## config.mk

```make
export PLATFORM = sky130hd
export DESIGN_NAME = sync_serial_unit
export DESIGN_NICKNAME = d
export VERILOG_FILES = /design/src/rtl/ssu_pkg.sv /design/src/rtl/ssu_clkgen.sv /design/src/rtl/ssu_edge_sync.sv /design/src/rtl/ssu_shift_core.sv /design/src/rtl/sync_serial_unit.sv
export SDC_FILE = /design/constraint.sdc
export NUM_CORES = 1
export LEC_CHECK = 0
export BUFFER_PORTS_ARGS = -buffer_cell sky130_fd_sc_hd__buf_2
export CORE_ASPECT_RATIO = 0.6
export CORE_UTILIZATION = 45
export CTS_CLUSTER_SIZE = 25
export DETAILED_ROUTE_END_ITERATION = 16
export GPL_TIMING_DRIVEN = 0
export PLACE_DENSITY_LB_ADDON = 0.3
export SLEW_MARGIN = 25
export SYNTH_ARGS = -nofsm -noshare
export SYNTH_HDL_FRONTEND = slang
export SYNTH_SLANG_ARGS = --single-unit
```

## constraint.sdc

```tcl
create_clock -name clk -period 2.53 [get_ports clk]
set_input_delay 0.506 -clock clk [delete_from_list [all_inputs] [get_ports clk]]
set_output_delay 0.506 -clock clk [all_outputs]
set_load 0.01 [all_outputs]
```

## src/rtl/ssu_pkg.sv

```systemverilog
package ssu_pkg;

  localparam int unsigned SSU_W = 8;

  // Half-period of the internal transfer clock in system cycles.
  function automatic int unsigned half_cycles(input logic [1:0] sel,
                                              input int unsigned n,
                                              input int unsigned pre_a,
                                              input int unsigned pre_b,
                                              input int unsigned pre_c);
    int unsigned p;
    case (sel)
      2'd0:    p = pre_a;
      2'd1:    p = pre_b;
      default: p = pre_c;
    endcase
    return (n + 1) * p;
  endfunction

  // Bit that sits at the transmitting end of the register.
  function automatic logic out_end_bit(input logic [SSU_W-1:0] v, input logic lsb);
    return lsb ? v[0] : v[SSU_W-1];
  endfunction

  // One shift step: move toward the transmitting end, insert at the far end.
  function automatic logic [SSU_W-1:0] shift_in(input logic [SSU_W-1:0] v,
                                                input logic b,
                                                input logic lsb);
    return lsb ? {b, v[SSU_W-1:1]} : {v[SSU_W-2:0], b};
  endfunction

endpackage

```

## src/rtl/ssu_clkgen.sv

```systemverilog
module ssu_clkgen #(
  parameter int unsigned DIV_W = 8,
  parameter int unsigned PRE_A = 1,
  parameter int unsigned PRE_B = 8,
  parameter int unsigned PRE_C = 32
) (
  input  logic             clk,
  input  logic             rst_n,
  input  logic             restart,
  input  logic [1:0]       src_sel,
  input  logic [DIV_W-1:0] div_val,
  output logic             tick
);
  localparam int unsigned CNT_W = DIV_W + $clog2(PRE_C) + 1;

  logic [CNT_W-1:0] cnt_q;
  logic [CNT_W-1:0] limit;

  always_comb
    limit = CNT_W'(ssu_pkg::half_cycles(src_sel, 32'(div_val), PRE_A, PRE_B, PRE_C) - 1);

  assign tick = (cnt_q >= limit);

  // restart on a write so the first half-period is a whole one
  always_ff @(posedge clk or negedge rst_n) begin
    if (!rst_n)              cnt_q <= '0;
    else if (restart || tick) cnt_q <= '0;
    else                     cnt_q <= cnt_q + 1'b1;
  end

endmodule

```

## src/rtl/ssu_edge_sync.sv

```systemverilog
module ssu_edge_sync #(
  parameter int unsigned STAGES = 2
) (
  input  logic clk,
  input  logic rst_n,
  input  logic pin,
  output logic rise,
  output logic fall
);
  // STAGES synchroniser flops plus one history flop for edge detection
  logic [STAGES:0] sh_q;

  always_ff @(posedge clk or negedge rst_n) begin
    if (!rst_n) sh_q <= '0;
    else        sh_q <= {sh_q[STAGES-1:0], pin};
  end

  assign rise =  sh_q[STAGES-1] & ~sh_q[STAGES];
  assign fall = ~sh_q[STAGES-1] &  sh_q[STAGES];

endmodule

```

## src/rtl/ssu_shift_core.sv

```systemverilog
module ssu_shift_core
  import ssu_pkg::*;
(
  input  logic             clk,
  input  logic             rst_n,
  input  logic             wr_en,
  input  logic [SSU_W-1:0] wr_data,
  input  logic             int_mode,
  input  logic             pol,
  input  logic             lsb_first,
  input  logic             tick,
  input  logic             ext_rise,
  input  logic             ext_fall,
  input  logic             sin,
  output logic [SSU_W-1:0] shreg,
  output logic             busy,
  output logic             done_irq,
  output logic             obit,
  output logic             oe_int,
  output logic             sclk_lvl
);
  localparam int unsigned CNT_W = $clog2(SSU_W);

  logic [SSU_W-1:0] sh_q;
  logic [CNT_W-1:0] scnt_q;
  logic busy_q, hold_q, oe_q, obit_q, sclk_q, irq_q;

  // named events, visible to the assertions below
  logic idle_lvl;
  logic int_launch, int_sample, ext_launch, ext_sample;
  logic launch_ev, sample_ev, last_sample;

  assign idle_lvl    = ~pol;
  assign int_launch  = int_mode && busy_q && tick && (sclk_q == idle_lvl);
  assign int_sample  = int_mode && busy_q && tick && (sclk_q != idle_lvl);
  assign ext_launch  = !int_mode && (pol ? ext_rise : ext_fall);
  assign ext_sample  = !int_mode && (pol ? ext_fall : ext_rise);
  assign launch_ev   = int_launch | ext_launch;
  assign sample_ev   = int_sample | ext_sample;
  assign last_sample = busy_q && sample_ev && (scnt_q == CNT_W'(SSU_W - 1));

  always_ff @(posedge clk or negedge rst_n) begin
    if (!rst_n) begin
      sh_q   <= '0;
      scnt_q <= '0;
      busy_q <= 1'b0;
      hold_q <= 1'b0;
      oe_q   <= 1'b0;
      obit_q <= 1'b0;
      sclk_q <= 1'b1;
      irq_q  <= 1'b0;
    end else begin
      irq_q <= last_sample && !wr_en;
      if (wr_en) begin
        sh_q   <= wr_data;
        scnt_q <= '0;
        busy_q <= 1'b1;
        hold_q <= 1'b0;
        oe_q   <= 1'b0;
        obit_q <= out_end_bit(wr_data, lsb_first);
        sclk_q <= idle_lvl;
      end else begin
        if (sample_ev) begin
          sh_q <= shift_in(sh_q, sin, lsb_first);
          if (busy_q) scnt_q <= scnt_q + 1'b1;
        end
        if (launch_ev) begin
          obit_q <= out_end_bit(sh_q, lsb_first);
          if (int_launch) oe_q <= 1'b1;
        end
        if (int_launch || int_sample) sclk_q <= ~sclk_q;
        if (last_sample) begin
          busy_q <= 1'b0;
          hold_q <= int_mode;
        end else if (hold_q && tick) begin
          hold_q <= 1'b0;
          oe_q   <= 1'b0;
        end
      end
    end
  end

  assign shreg    = sh_q;
  assign busy     = busy_q;
  assign done_irq = irq_q;
  assign obit     = obit_q;
  assign oe_int   = oe_q;
  assign sclk_lvl = sclk_q;

  // a write always leaves the unit busy
  p_busy_on_write_r3: assert property (@(posedge clk) disable iff (!rst_n)
    wr_en |=> busy_q);

  // busy only ends together with the completion pulse
  p_irq_ends_busy_r4: assert property (@(posedge clk) disable iff (!rst_n)
    $fell(busy_q) |-> irq_q);

  // no completion pulse without an active transfer
  p_irq_needs_busy_r4: assert property (@(posedge clk) disable iff (!rst_n)
    irq_q |-> $past(busy_q));

  // an internal-mode write releases the data pin
  p_wr_hiz_r6: assert property (@(posedge clk) disable iff (!rst_n)
    (wr_en && int_mode) |=> !oe_q);

  // the internal clock sits at its idle level when the byte completes
  p_idle_clk_r5: assert property (@(posedge clk) disable iff (!rst_n)
    (irq_q && int_mode) |-> (sclk_q == ~pol));

endmodule

```

## src/rtl/sync_serial_unit.sv

```systemverilog
module sync_serial_unit #(
  parameter int unsigned DIV_W       = 8,
  parameter int unsigned PRE_A       = 1,
  parameter int unsigned PRE_B       = 8,
  parameter int unsigned PRE_C       = 32,
  parameter int unsigned SYNC_STAGES = 2
) (
  input  logic             clk,
  input  logic             rst_n,
  input  logic             wr_en,
  input  logic [7:0]       wr_data,
  output logic [7:0]       rd_data,
  output logic             busy,
  input  logic             int_mode,
  input  logic [1:0]       src_sel,
  input  logic [DIV_W-1:0] div_val,
  input  logic             pol,
  input  logic             lsb_first,
  input  logic             idle_level,
  input  logic             sin,
  output logic             sout,
  output logic             sout_oe,
  input  logic             sclk_in,
  output logic             sclk_out,
  output logic             sclk_oe,
  output logic             done_irq
);
  logic tick, ext_rise, ext_fall;
  logic obit, oe_int, sclk_lvl;

  ssu_clkgen #(
    .DIV_W (DIV_W),
    .PRE_A (PRE_A),
    .PRE_B (PRE_B),
    .PRE_C (PRE_C)
  ) u_clkgen (
    .clk     (clk),
    .rst_n   (rst_n),
    .restart (wr_en),
    .src_sel (src_sel),
    .div_val (div_val),
    .tick    (tick)
  );

  ssu_edge_sync #(
    .STAGES (SYNC_STAGES)
  ) u_sync (
    .clk   (clk),
    .rst_n (rst_n),
    .pin   (sclk_in),
    .rise  (ext_rise),
    .fall  (ext_fall)
  );

  ssu_shift_core u_core (
    .clk       (clk),
    .rst_n     (rst_n),
    .wr_en     (wr_en),
    .wr_data   (wr_data),
    .int_mode  (int_mode),
    .pol       (pol),
    .lsb_first (lsb_first),
    .tick      (tick),
    .ext_rise  (ext_rise),
    .ext_fall  (ext_fall),
    .sin       (sin),
    .shreg     (rd_data),
    .busy      (busy),
    .done_irq  (done_irq),
    .obit      (obit),
    .oe_int    (oe_int),
    .sclk_lvl  (sclk_lvl)
  );

  // pin drive: the internal mode uses the hold/enable register,
  // the external mode drives continuously with an idle level
  assign sout     = (int_mode || busy) ? obit : idle_level;
  assign sout_oe  = int_mode ? oe_int : 1'b1;
  assign sclk_out = busy ? sclk_lvl : ~pol;
  assign sclk_oe  = int_mode;

endmodule

```

==> metrics.txt, run 1 <==
Critical Path End Type register; Post-synth EDFFs 0; Die H approximately 70 um; post-route setup slack -2.66 ns; CP arrival 5.33 ns; Via density about 5.4; Placed Cells 522; fin cells 560; Pins Over Slew Limit 0; initial core utilization 47.3%; final WL 8640 um; Inserted Clock Buffers 5; Ys Warns 0; crit path launch type primary input; vias in the first global route 2722; cells along the critical path buf_8, ha_4, and2_4, fa_1, inv_2, ha_4, inv_2, fa_1, inv_2, ha_4, or3_4, o211ai_1, mux2_4, a2111oi_4, ha_1, buf_4, nand2_2, nor2_4, and4_4, a21oi_4, buf_12, buf_8, mux2i_2, o21ai_1; Most used DFF post-synth dfrtp_1; CP max stage delay about 0.54 ns; Crit path required time 2.67 ns; router iterations before antenna repair 4; DRC 0; Seq/Total Area, Yosys 24.3%; Hold Path Class in2async; HPWL after detailed placement 5820 um; initial antenna violation count 0; area leader, netlist dfrtp_1; Die W 116 um; WS Path Type in2reg; synthesized area roughly 3500 um2; hold buffers post-CTS 0; count leader, synth ha_1; buffers plus inverters on the worst setup path 7; Post-Syn Area per Cell 9.24 um2; Leak Pwr between 2 and 2.5 nW; outcome complete, but fails checks; ratio of cells with drive above 1 in the final layout 36.0%; total track usage between 20% and 30%; MaxCap Viol Count 0; final worst-path cycle share 205%; RSZ-0062 raised after global routing true; via count between 3000 and 4000; CORE AREA between 7000 and 8000 um2; final setup fails 31; CTS Buffer Depth 2; Worst Skew 0.00266 ns; clk_lat worst skew 0.28 ns; Unique masters post-synth 51; min cycle time layout 5.19 ns; H-tree levels 2; Num Clock Sinks 34; DIE AREA between 8000 and 9000 um2; CP delay by family, top adder cells; Post-synth ARST share between 90% and 100%; Peak VDD IR 0.303 mV; Avg WL per Cell 15.4 um; GPL Wtd Cong ~0.85; CTS tree built; antenna cells 0; Worst path slowest cell fa_1; most instantiated cells after synthesis ha_1, nand2_1, dfrtp_1; #FFs+latches synth 34; top area cells in the synthesized netlist dfrtp_1, ha_1, fa_1; Power per Cell Area just under 500 nW/um2; IO Pins 41; Final Util between 60% and 70%; Worst-Margin Slew 0.781 ns; Crit Path Max Fanout 5; largest net degree at the start of global routing 35; first-pass GRT wire length 13600 um; failing checks setup timing; Synth Instances 380; Area Growth Syn to Fin 34.8%; syn nets approximately 470; Clock transition at path regs 0.05 ns; Final Hold Vio Count 0; GRT Residual Overflow 0; WHS between 0.2 and 0.3 ns; Peak Freq 193 MHz; share of the synthesized area in the top cell type 23.5%; Clock Tree Root clkbuf_16; # rows 24; Rel. slew slack 47.9%; fill cell count 572; Antenna Nets Post-Route 0; final net count 540; initial drt markers 167; Buffers on Ports 38
flip-flops by register name, summed over array words and instances, names as in the netlist:
register	flops
u_core.oe_int	1
u_core.hold_q	1
u_core.obit	1
u_core.scnt_q	3
u_core.busy	1
u_core.done_irq	1
u_sync.sh_q	3
u_core.shreg	8
u_clkgen.cnt_q	14
u_core.sclk_lvl	1
area by class of cell:
type	instances	area, um2	share of cell area [%]
Multi-Input combinational cell	303	2840	60.0
Sequential cell	34	852	18.0
Timing Repair Buffer	69	558	11.8
Clock buffer	8	146	3.09
Tap cell	104	130	2.75
Inverter	31	116	2.46
Buffer	11	87.6	1.85
placed cells by master (no fill, tap or decap), types with 5 or more instances in the layout:
cell and count:
a21oi_1 6, a21oi_2 5, buf_12 5, buf_2 33, buf_4 21, buf_6 10
clkbuf_1 7, clkbuf_16 5, dfrtp_1 33, fa_1 10, ha_1 40, ha_4 5
inv_1 26, inv_2 5, mux2_2 9, mux2i_1 10, nand2_1 31, nand2_2 5
nand2b_1 12, nor2_1 19, nor2_4 14, nor2b_1 5, o21ai_0 8, o21ai_1 12
xnor2_1 15, xor2_1 11
cell families (layout without fill, tap and decap cells):
family / Yosys count / count (layout) / share of synthesized area (%)
simple gates: 132 / 132 / 20.6
fa+ha+maj: 58 / 58 / 23.0
compound gates: 57 / 57 / 11.1
buf+inv: 43 / 119 / 5.35
flops: 34 / 34 / 24.3
xor+xnor: 32 / 32 / 7.99
mux: 24 / 24 / 7.63
stage by stage:
stage	TNS, ns	worst slack, ns	area, um2	total power [mW]
6_report	-78.34	-2.66	4730	2.33
5_1_grt	-85.12	-2.88	4730	2.49
4_1_cts	-80.74	-2.69	4500	2.14
3_5_place_dp	-94.42	-3.21	3900	1.44
3_3_place_gp	-93.70	-3.18	3900	1.40
2_1_floorplan	-75.92	-2.57	3580	1.23
metal layers:
layer / wire length, um / vias to the layer above / global-route usage (%)
met1: 4350 / 1466 / 34.0
li1: - / 1469 / -
met2: 3660 / 70 / 28.2
met4: 113 / 0 / 4.70
met3: 519 / 14 / 6.16
met5: 0 / - / 0
what timing repair did:
action	4_1_cts	5_1_grt
endpoints found under the setup margin	31	31
buffers inserted	23	7
pin swaps	23	23
cloned	2	0
resized for setup	50	47
where the power goes:
group	total, mW	internal (mW)	switching, mW
Clock	0.615	0.392	0.223
Combinational	1.12	0.541	0.575
Sequential	0.599	0.572	0.0265
final timing paths:
path / depth (start not counted) / end / slack (ns) / from
setup / recovery: 24 / u_core.shreg[7]$_DFFE_PN0P_ / -2.66 / div_val[1]
hold / removal: 1 / u_core.shreg[5]$_DFFE_PN0P_ / 0.30 / rst_n
setup reg to reg: 8 / u_core.scnt_q[0]$_DFFE_PN0P_ / 0.14 / u_clkgen.cnt_q[9]$_DFF_PN0_
hold reg to reg: 0 / u_sync.sh_q[1]$_DFF_PN0_ / 0.36 / u_sync.sh_q[0]$_DFF_PN0_
max in group asynchronous: 1 / u_sync.sh_q[1]$_DFF_PN0_ / 1.72 / rst_n
min in group clk: 1 / u_sync.sh_q[0]$_DFF_PN0_ / 0.33 / sclk_in
Note: power is estimated with default switching activity, not from simulation.
==> inputs of run 2 (changes only) <==
--- a/config.mk
+++ b/config.mk
@@ -15,4 +15,5 @@
 export SLEW_MARGIN = 25
 export SYNTH_ARGS = -nofsm -noshare
 export SYNTH_HDL_FRONTEND = slang
+export SYNTH_HIERARCHICAL = 1
 export SYNTH_SLANG_ARGS = --single-unit
==> run 2 against run 1 <==
The flow still finishes with violations (setup timing); wire length about the same; sequential share of layout area grew 0.50 points; flip-flop and latch count did not move; worst setup slack got worse by 0.10 ns; clock power increased by 7.8%; non-clock buffer count fell by 6.
==> metrics.txt, run 2 <==
outcome complete, but fails checks (unchanged); failing checks setup timing (unchanged); CP max stage delay 0.57 ns (was 0.54 ns); DIE AREA 7930 um2 (was 8170 um2); Clock Tree Root clkbuf_16 (unchanged); Inserted Clock Buffers 5 (unchanged); Unique masters post-synth 56 (was 51); Pins Over Slew Limit 0 (unchanged); CTS tree built (unchanged); Peak Freq 189 MHz (was 193 MHz); Die H 69.4 um (was 70.4 um); FF-to-FF path depth 11 (was 8); MaxCap Viol Count 0 (unchanged); Final Hold Vio Count 0 (unchanged); GRT Residual Overflow 0 (unchanged); final setup fails 31 (unchanged); reg-to-reg critical path startpoint u_clkgen/cnt_q[0]$_DFF_PN0_ (was u_clkgen.cnt_q[9]$_DFF_PN0_); synthesized area 3400 um2 (was 3510 um2); syn nets 454 (was 465); Placed Cells 511 (was 522); Buffers on Ports 38 (unchanged); via count 2912 (was 3019); total track usage 23.3% (was 21.6%); CTS Buffer Depth 2 (unchanged); HPWL after detailed placement 5820 um (about the same); fill cell count 550 (was 572); most common cell after layout, fill and taps aside ha_1 (unchanged); antenna cells 0 (unchanged); Avg WL per Cell 15.8 um (was 15.4 um); CP Capture Point u_core/obit$_DFFE_PN0P_ (was u_core.shreg[7]$_DFFE_PN0P_); share of the synthesized area in the top cell type 24.3% (was 23.5%); vias in the first global route 2905 (was 2722); Die W 114 um (was 116 um); clk_lat worst skew 0.28 ns (about the same); CORE AREA 7300 um2 (was 7420 um2); top area cells in the synthesized netlist dfrtp_1, ha_1, fa_1 (unchanged); final WL 8640 um (about the same); # rows 24 (unchanged); Worst-Margin Slew 0.749 ns (was 0.781 ns); count leader, synth ha_1 (unchanged); Flop pwr share 25.2% (was 25.7%); fin cells 546 (was 560); crit path launch type primary input (unchanged); Via density 5.33 (was 5.39); RSZ-0062 raised after global routing true (unchanged); Leak Pwr 2.15 nW (was 2.22 nW); Worst path slowest cell fa_1 (unchanged); Cell Area, Placed 3910 um2 (was 3900 um2); post-route setup slack -2.76 ns (was -2.66 ns); final net count 526 (was 540); Post-Route M1 WL 4440 um (was 4350 um); most frequent cells in the layout ha_1, buf_2, dfrtp_1 (unchanged); worst setup path start div_val[1] (unchanged); Post-Syn Area per Cell 9.22 um2 (was 9.24 um2); Clock transition at path regs 0.05 ns (about the same); Power per Cell Area 515 nW/um2 (was 492 nW/um2); largest register by flop count u_clkgen/cnt_q (was u_clkgen.cnt_q); router iterations before antenna repair 4 (unchanged); area leader, netlist dfrtp_1 (unchanged); Area Growth Syn to Fin 35.2% (was 34.8%); Antenna Nets Post-Route 0 (unchanged); max layer used met4 (unchanged); Post-synth EDFFs 0 (unchanged); Peak VDD IR 0.273 mV (was 0.303 mV); initial antenna violation count 0 (unchanged); Seq/Total Area, Yosys 25.0% (was 24.3%); max reg flops 14 (unchanged); DRC 0 (unchanged); setup_tns -77.76 ns (was -78.34 ns); initial drt markers 120 (was 167); most instantiated cells after synthesis ha_1, dfrtp_1, inv_1, nand2_1, nor2_1 (was ha_1, nand2_1, dfrtp_1); Hold Path Class in2async (unchanged); DR WL met2 3670 um (was 3660 um); final worst-path cycle share 209% (was 205%); Ys Warns 6 (was 0); Rel. slew slack 50.1% (was 47.9%); #FFs+latches synth 34 (unchanged); Comb pwr share 46.8% (was 47.9%); GPL Wtd Cong 0.833 (was 0.848); Final Instance Area 4600 um2 (was 4730 um2); Worst Skew 0.00411 ns (was 0.00266 ns); WHS 0.295 ns (was 0.300 ns); internal reg-to-reg setup slack -0.18 ns (was 0.14 ns); cells along the critical path buf_8, ha_4, and2_4, buf_4, fa_1, ha_4, fa_1, ha_4, and3_4, a21boi_2, a41oi_2, nand2b_1, xnor2_2, ha_1, nand4_1, a21oi_2, a2111oi_4, o21bai_2, nand3_4, nor2b_4, or3_4, mux2_4 (was buf_8, ha_4, and2_4, fa_1, inv_2, ha_4, inv_2, fa_1, inv_2, ha_4, or3_4, o211ai_1, mux2_4, a2111oi_4, ha_1, buf_4, nand2_2, nor2_4, and4_4, a21oi_4, buf_12, buf_8, mux2i_2, o21ai_1); Crit path required time 2.69 ns (was 2.67 ns); min cycle time layout 5.29 ns (was 5.19 ns); Net Sw Frac 34.4% (was 35.4%); first-pass GRT wire length 14300 um (was 13600 um); CP dominant cell by count ha_4; reg2reg end u_core/obit$_DFFE_PN0P_ (was u_core.scnt_q[0]$_DFFE_PN0P_); Crit Path Max Fanout 3 (was 5); CP arrival 5.45 ns (was 5.33 ns); Most used DFF post-synth dfrtp_1 (unchanged); largest net degree at the start of global routing 35 (unchanged); Synth Instances 369 (was 380); Num Clock Sinks 34 (unchanged); switching power 815 uW (was 824 uW); Clk pwr share 28.0% (was 26.4%); WS Path Type in2reg (unchanged); initial core utilization 46.6% (was 47.3%); H-tree levels 2 (unchanged); Critical Path End Type register (unchanged); IO Pins 41 (unchanged); internal power 1.56 mW (was 1.51 mW); Post-synth ARST share 100% (unchanged); Routed met3 length 462 um (was 519 um); ratio of cells with drive above 1 in the final layout 38.9% (was 36.0%)
==> run 2: power groups by stage <==
stage               Combinational (mW)  Sequential (mW)  Clock (mW)
floorplan                        0.700            0.606           0
global placement                 0.885            0.605           0
detailed placement               0.905            0.606           0
CTS                               1.02            0.597       0.676
global route                      1.21            0.601       0.707
finish                            1.11            0.598       0.663
==> run 2: worst min-delay path by stage <==
stage,from,to,slack [ns],depth (start not counted)
6_report,rst_n,u_core/shreg[3]$_DFFE_PN0P_,0.29,1
5_1_grt,sclk_in,u_sync/sh_q[0]$_DFF_PN0_,0.33,1
4_1_cts,rst_n,u_core/shreg[3]$_DFFE_PN0P_,0.32,1
3_5_place_dp,u_sync/sh_q[0]$_DFF_PN0_,u_sync/sh_q[1]$_DFF_PN0_,0.35,0
3_3_place_gp,u_sync/sh_q[0]$_DFF_PN0_,u_sync/sh_q[1]$_DFF_PN0_,0.35,0
2_1_floorplan,rst_n,u_clkgen/cnt_q[0]$_DFF_PN0_,0.21,0
==> run 2: through the flow <==
stage,setup slack (ns),util [%],power [mW]
floorplan,-2.62,-,1.31
global placement,-3.25,53.5,1.49
global route,-2.97,63.1,2.52
CTS,-2.71,61.1,2.29
detailed placement,-3.26,53.5,1.51
finish,-2.76,63.1,2.37
==> run 2: timing repair <==
item	in CTS	in global routing
resized for setup	54	18
cloned	1	1
pin swaps	26	23
endpoints found under the setup margin	31	31
hold buffers	0	0
hold endpoints to repair	0	0
setup buffers	20	5
==> run 2: final cells by class <==
class | count | area (um2) | share of cell area (%)
well taps | 104 | 130 | 2.83
flip-flops and latches | 34 | 852 | 18.5
repair buffers | 65 | 455 | 9.90
inverters | 32 | 120 | 2.61
clock buffers | 8 | 166 | 3.62
multi-input cells | 294 | 2790 | 60.5
plain buffers | 9 | 91.3 | 1.98
==> run 2: kinds of logic after synthesis <==
kind of cell	count (synthesis)	synth area share, %
xor gates and xnor gates	35	9.01
DFF	34	25.0
AOI/OAI and AO/OA	53	10.6
muxes	22	7.32
buffers and inverters	41	5.29
and+or+nand+nor	126	19.0
adders and majority gates	58	23.7
==> run 2: routing by layer <==
layer  vias up  GRT usage [%]
met2        63           32.8
met3         8           4.63
li1       1407              -
met1      1434           36.3
met4         0           5.05
met5         -              0
==> run 2: critical path, delay by kind of cell <==
family                   cells  cell delay [ns]
AO/OA/AOI/OAI                5             0.99
XOR/XNOR                     1             0.17
adder cells (fa/ha/maj)      6             2.08
buffers and inverters        2             0.23
multiplexers                 1             0.30
AND/OR/NAND/NOR              7             1.15
==> inputs of run 3 (changes only) <==
--- a/config.mk
+++ b/config.mk
@@ -5,6 +5,7 @@
 export SDC_FILE = /design/constraint.sdc
 export NUM_CORES = 1
 export LEC_CHECK = 0
+export ABC_AREA = 1
 export BUFFER_PORTS_ARGS = -buffer_cell sky130_fd_sc_hd__buf_2
 export CORE_ASPECT_RATIO = 0.6
 export CORE_UTILIZATION = 45
==> run 3 against run 2 <==
The run still ends with setup timing left; maximum frequency up 4.4%; synthesized cell count up 37%; global-route usage down 0.86 points; worst setup slack better by 0.23 ns; core utilization up 1.0 points; via count up 23%; clock skew up 0.0044 ns; sequential share of layout area down 1.7 points; power up 16%; die area up 8.4%; register-to-register slack better by 0.34 ns.
==> metrics.txt, run 3 <==
outcome complete, but fails checks (unchanged); failing checks setup timing (unchanged); internal reg-to-reg setup slack 0.16 ns (was -0.18 ns); final net count 657 (was 526); ratio of cells with drive above 1 in the final layout 37.0% (was 38.9%); Die H 72.2 um (was 69.4 um); Num Clock Sinks 34 (unchanged); Worst path slowest cell fa_1 (unchanged); Via density 5.28 (was 5.33); Placed Cells 651 (was 511); count leader, synth nand2_1 (was ha_1); Die W 119 um (was 114 um); largest register by flop count u_clkgen/cnt_q (unchanged); CP dominant cell by count inv_1 (was ha_4); Final Instance Area 5070 um2 (was 4600 um2); multi-input logic area 3040 um2 (was 2790 um2); reg-to-reg critical path startpoint u_clkgen/cnt_q[9]$_DFF_PN0_ (was u_clkgen/cnt_q[0]$_DFF_PN0_); largest net degree at the start of global routing 35 (unchanged); crit path launch type primary input (unchanged); Clock transition at path regs 0.06 ns (was 0.05 ns); Clock Tree Root clkbuf_16 (unchanged); most common cell after layout, fill and taps aside nand2_1 (was ha_1); final WL 9800 um (was 8640 um); Buffers on Ports 39 (was 38); CP max stage delay 0.59 ns (was 0.57 ns); Unique masters post-synth 40 (was 56); Power per Cell Area 542 nW/um2 (was 515 nW/um2); HPWL after detailed placement 7030 um (was 5820 um); DIE AREA 8590 um2 (was 7930 um2); vias in the first global route 3193 (was 2905); Area Growth Syn to Fin 37.3% (was 35.2%); clk_lat worst skew 0.28 ns (about the same); initial antenna violation count 0 (unchanged); Peak Freq 197 MHz (was 189 MHz); Seq/Total Area, Yosys 23.1% (was 25.0%); Post-Syn Area per Cell 7.33 um2 (was 9.22 um2); area leader, netlist dfrtp_1 (unchanged); top area cells in the synthesized netlist dfrtp_1, ha_1, nand2_1 (was dfrtp_1, ha_1, fa_1); FF-to-FF path depth 14 (was 11); Avg WL per Cell 14.4 um (was 15.8 um); share of the synthesized area in the top cell type 22.4% (was 24.3%); hold buffers post-CTS 0 (unchanged); WHS 0.307 ns (was 0.295 ns); CTS tree built (unchanged); Most used DFF post-synth dfrtp_1 (unchanged); min cycle time layout 5.07 ns (was 5.29 ns); most instantiated cells after synthesis nand2_1, inv_1, nor2_1 (was ha_1, dfrtp_1, inv_1, nand2_1, nor2_1); CORE AREA 7910 um2 (was 7300 um2); WS Path Type in2reg (unchanged); Hold Path Class in2async (unchanged); Leak Pwr 2.47 nW (was 2.15 nW); CP delay by family, top adder cells (unchanged); MaxCap Viol Count 0 (unchanged); Crit Path Max Fanout 6 (was 3); first-pass GRT wire length 15300 um (was 14300 um); H-tree levels 2 (unchanged); initial drt markers 265 (was 120); CP arrival 5.23 ns (was 5.45 ns); fill cell count 609 (was 550); Post-synth ARST share 100% (unchanged); via count 3593 (was 2912); router iterations before antenna repair 5 (was 4); IO Pins 41 (unchanged); total track usage 22.4% (was 23.3%); # rows 25 (was 24); Cell Area, Placed 4230 um2 (was 3910 um2); final worst-path cycle share 200% (was 209%); CTS Buffer Depth 2 (unchanged); GRT Residual Overflow 0 (unchanged); total power 2.75 mW (was 2.37 mW); Synth Instances 504 (was 369); Worst-Margin Slew 0.783 ns (was 0.749 ns); syn nets 589 (was 454); initial core utilization 46.7% (was 46.6%); final setup fails 31 (unchanged); synthesized area 3690 um2 (was 3400 um2); GPL Wtd Cong 0.862 (was 0.833); max reg flops 14 (unchanged); buffers plus inverters on the worst setup path 8 (was 2); fin cells 681 (was 546); RSZ-0062 raised after global routing true (unchanged); most frequent cells in the layout nand2_1, inv_1, buf_2, ha_1 (was ha_1, buf_2, dfrtp_1); DRC 0 (unchanged); Final Hold Vio Count 0 (unchanged); Crit path required time 2.70 ns (was 2.69 ns); antenna cells 0 (unchanged); Antenna Nets Post-Route 0 (unchanged); Worst Skew 0.00854 ns (was 0.00411 ns); Peak VDD IR 0.267 mV (was 0.273 mV); #FFs+latches synth 34 (unchanged); Rel. slew slack 47.8% (was 50.1%); Critical Path End Type register (unchanged); Ys Warns 6 (unchanged); Inserted Clock Buffers 5 (unchanged); reg2reg end u_core/shreg[4]$_DFFE_PN0P_ (was u_core/obit$_DFFE_PN0P_); pre-CTS setup slack -2.88 ns (was -3.26 ns); post-route setup slack -2.54 ns (was -2.76 ns); Seq. cell area 852 um2 (unchanged); Pins Over Slew Limit 0 (unchanged); worst setup path start div_val[0] (was div_val[1]); Post-synth EDFFs 0 (unchanged)
==> run 3: worst max path at each step <==
| stage | endpoint | slack, ns | depth (start not counted) |
|---|---|---|---|
| floorplan | u_core/shreg[6]$_DFFE_PN0P_ | -2.12 | 30 |
| global placement | u_core/shreg[6]$_DFFE_PN0P_ | -2.80 | 32 |
| detailed placement | u_core/shreg[4]$_DFFE_PN0P_ | -2.88 | 32 |
| CTS | u_core/shreg[4]$_DFFE_PN0P_ | -2.29 | 31 |
| global route | u_core/shreg[4]$_DFFE_PN0P_ | -2.72 | 31 |
| finish | u_core/shreg[4]$_DFFE_PN0P_ | -2.54 | 29 |
==> run 3: metrics by stage <==
step | setup TNS, ns | utilization (%)
2_1_floorplan | -57.47 | -
3_3_place_gp | -77.95 | 53.5
3_5_place_dp | -80.16 | 53.5
4_1_cts | -64.19 | 59.5
5_1_grt | -76.68 | 64.1
6_report | -71.43 | 64.1
==> run 3: worst reg2reg max path: cells and delay by family (launching register included) <==
family	cells	cell delay [ns]
AOI/OAI and AO/OA	4	0.61
DFF	1	0.42
and+or+nand+nor	6	0.60
buffers and inverters	3	0.28
adders and majority gates	1	0.34
==> run 3: what timing repair did <==
action / in CTS / in global routing
gates resized for setup: 44 / 71
cloned: 1 / 1
setup endpoints to repair: 31 / 31
setup buffers: 8 / 12
pin swaps: 11 / 41
==> run 3: cell type report <==
class                   count  area share (%)
multi-input cells         381            60.0
flip-flops and latches     34            16.8
repair buffers             61            9.05
inverters                  82            6.34
well taps                 108            2.66
clock buffers               5            2.47
clock inverters             3            1.36
plain buffers               7            1.33
==> run 3: cells by family after synthesis <==
logic type	synth area share, %
XOR/XNOR	5.93
buffers and inverters	10.1
flip-flops	23.1
AO/OA/AOI/OAI	10.4
AND/OR/NAND/NOR	28.7
adder cells (fa/ha/maj)	21.9
==> run 3: where the power goes <==
group          leakage (nW)  switching (mW)  internal (mW)  total (mW)
sequential            0.441          0.0286          0.576       0.604
combinational          1.94           0.794          0.549        1.34
clock                0.0940           0.236          0.566       0.802
==> run 3: metal layers <==
metal | wire length (um) | GRT usage [%] | vias to the layer above
met3 | 639 | 3.62 | 6
met2 | 4170 | 32.0 | 110
li1 | - | - | 1761
met1 | 4950 | 35.7 | 1716
met4 | 40 | 2.95 | 0
met5 | 0 | 0 | -
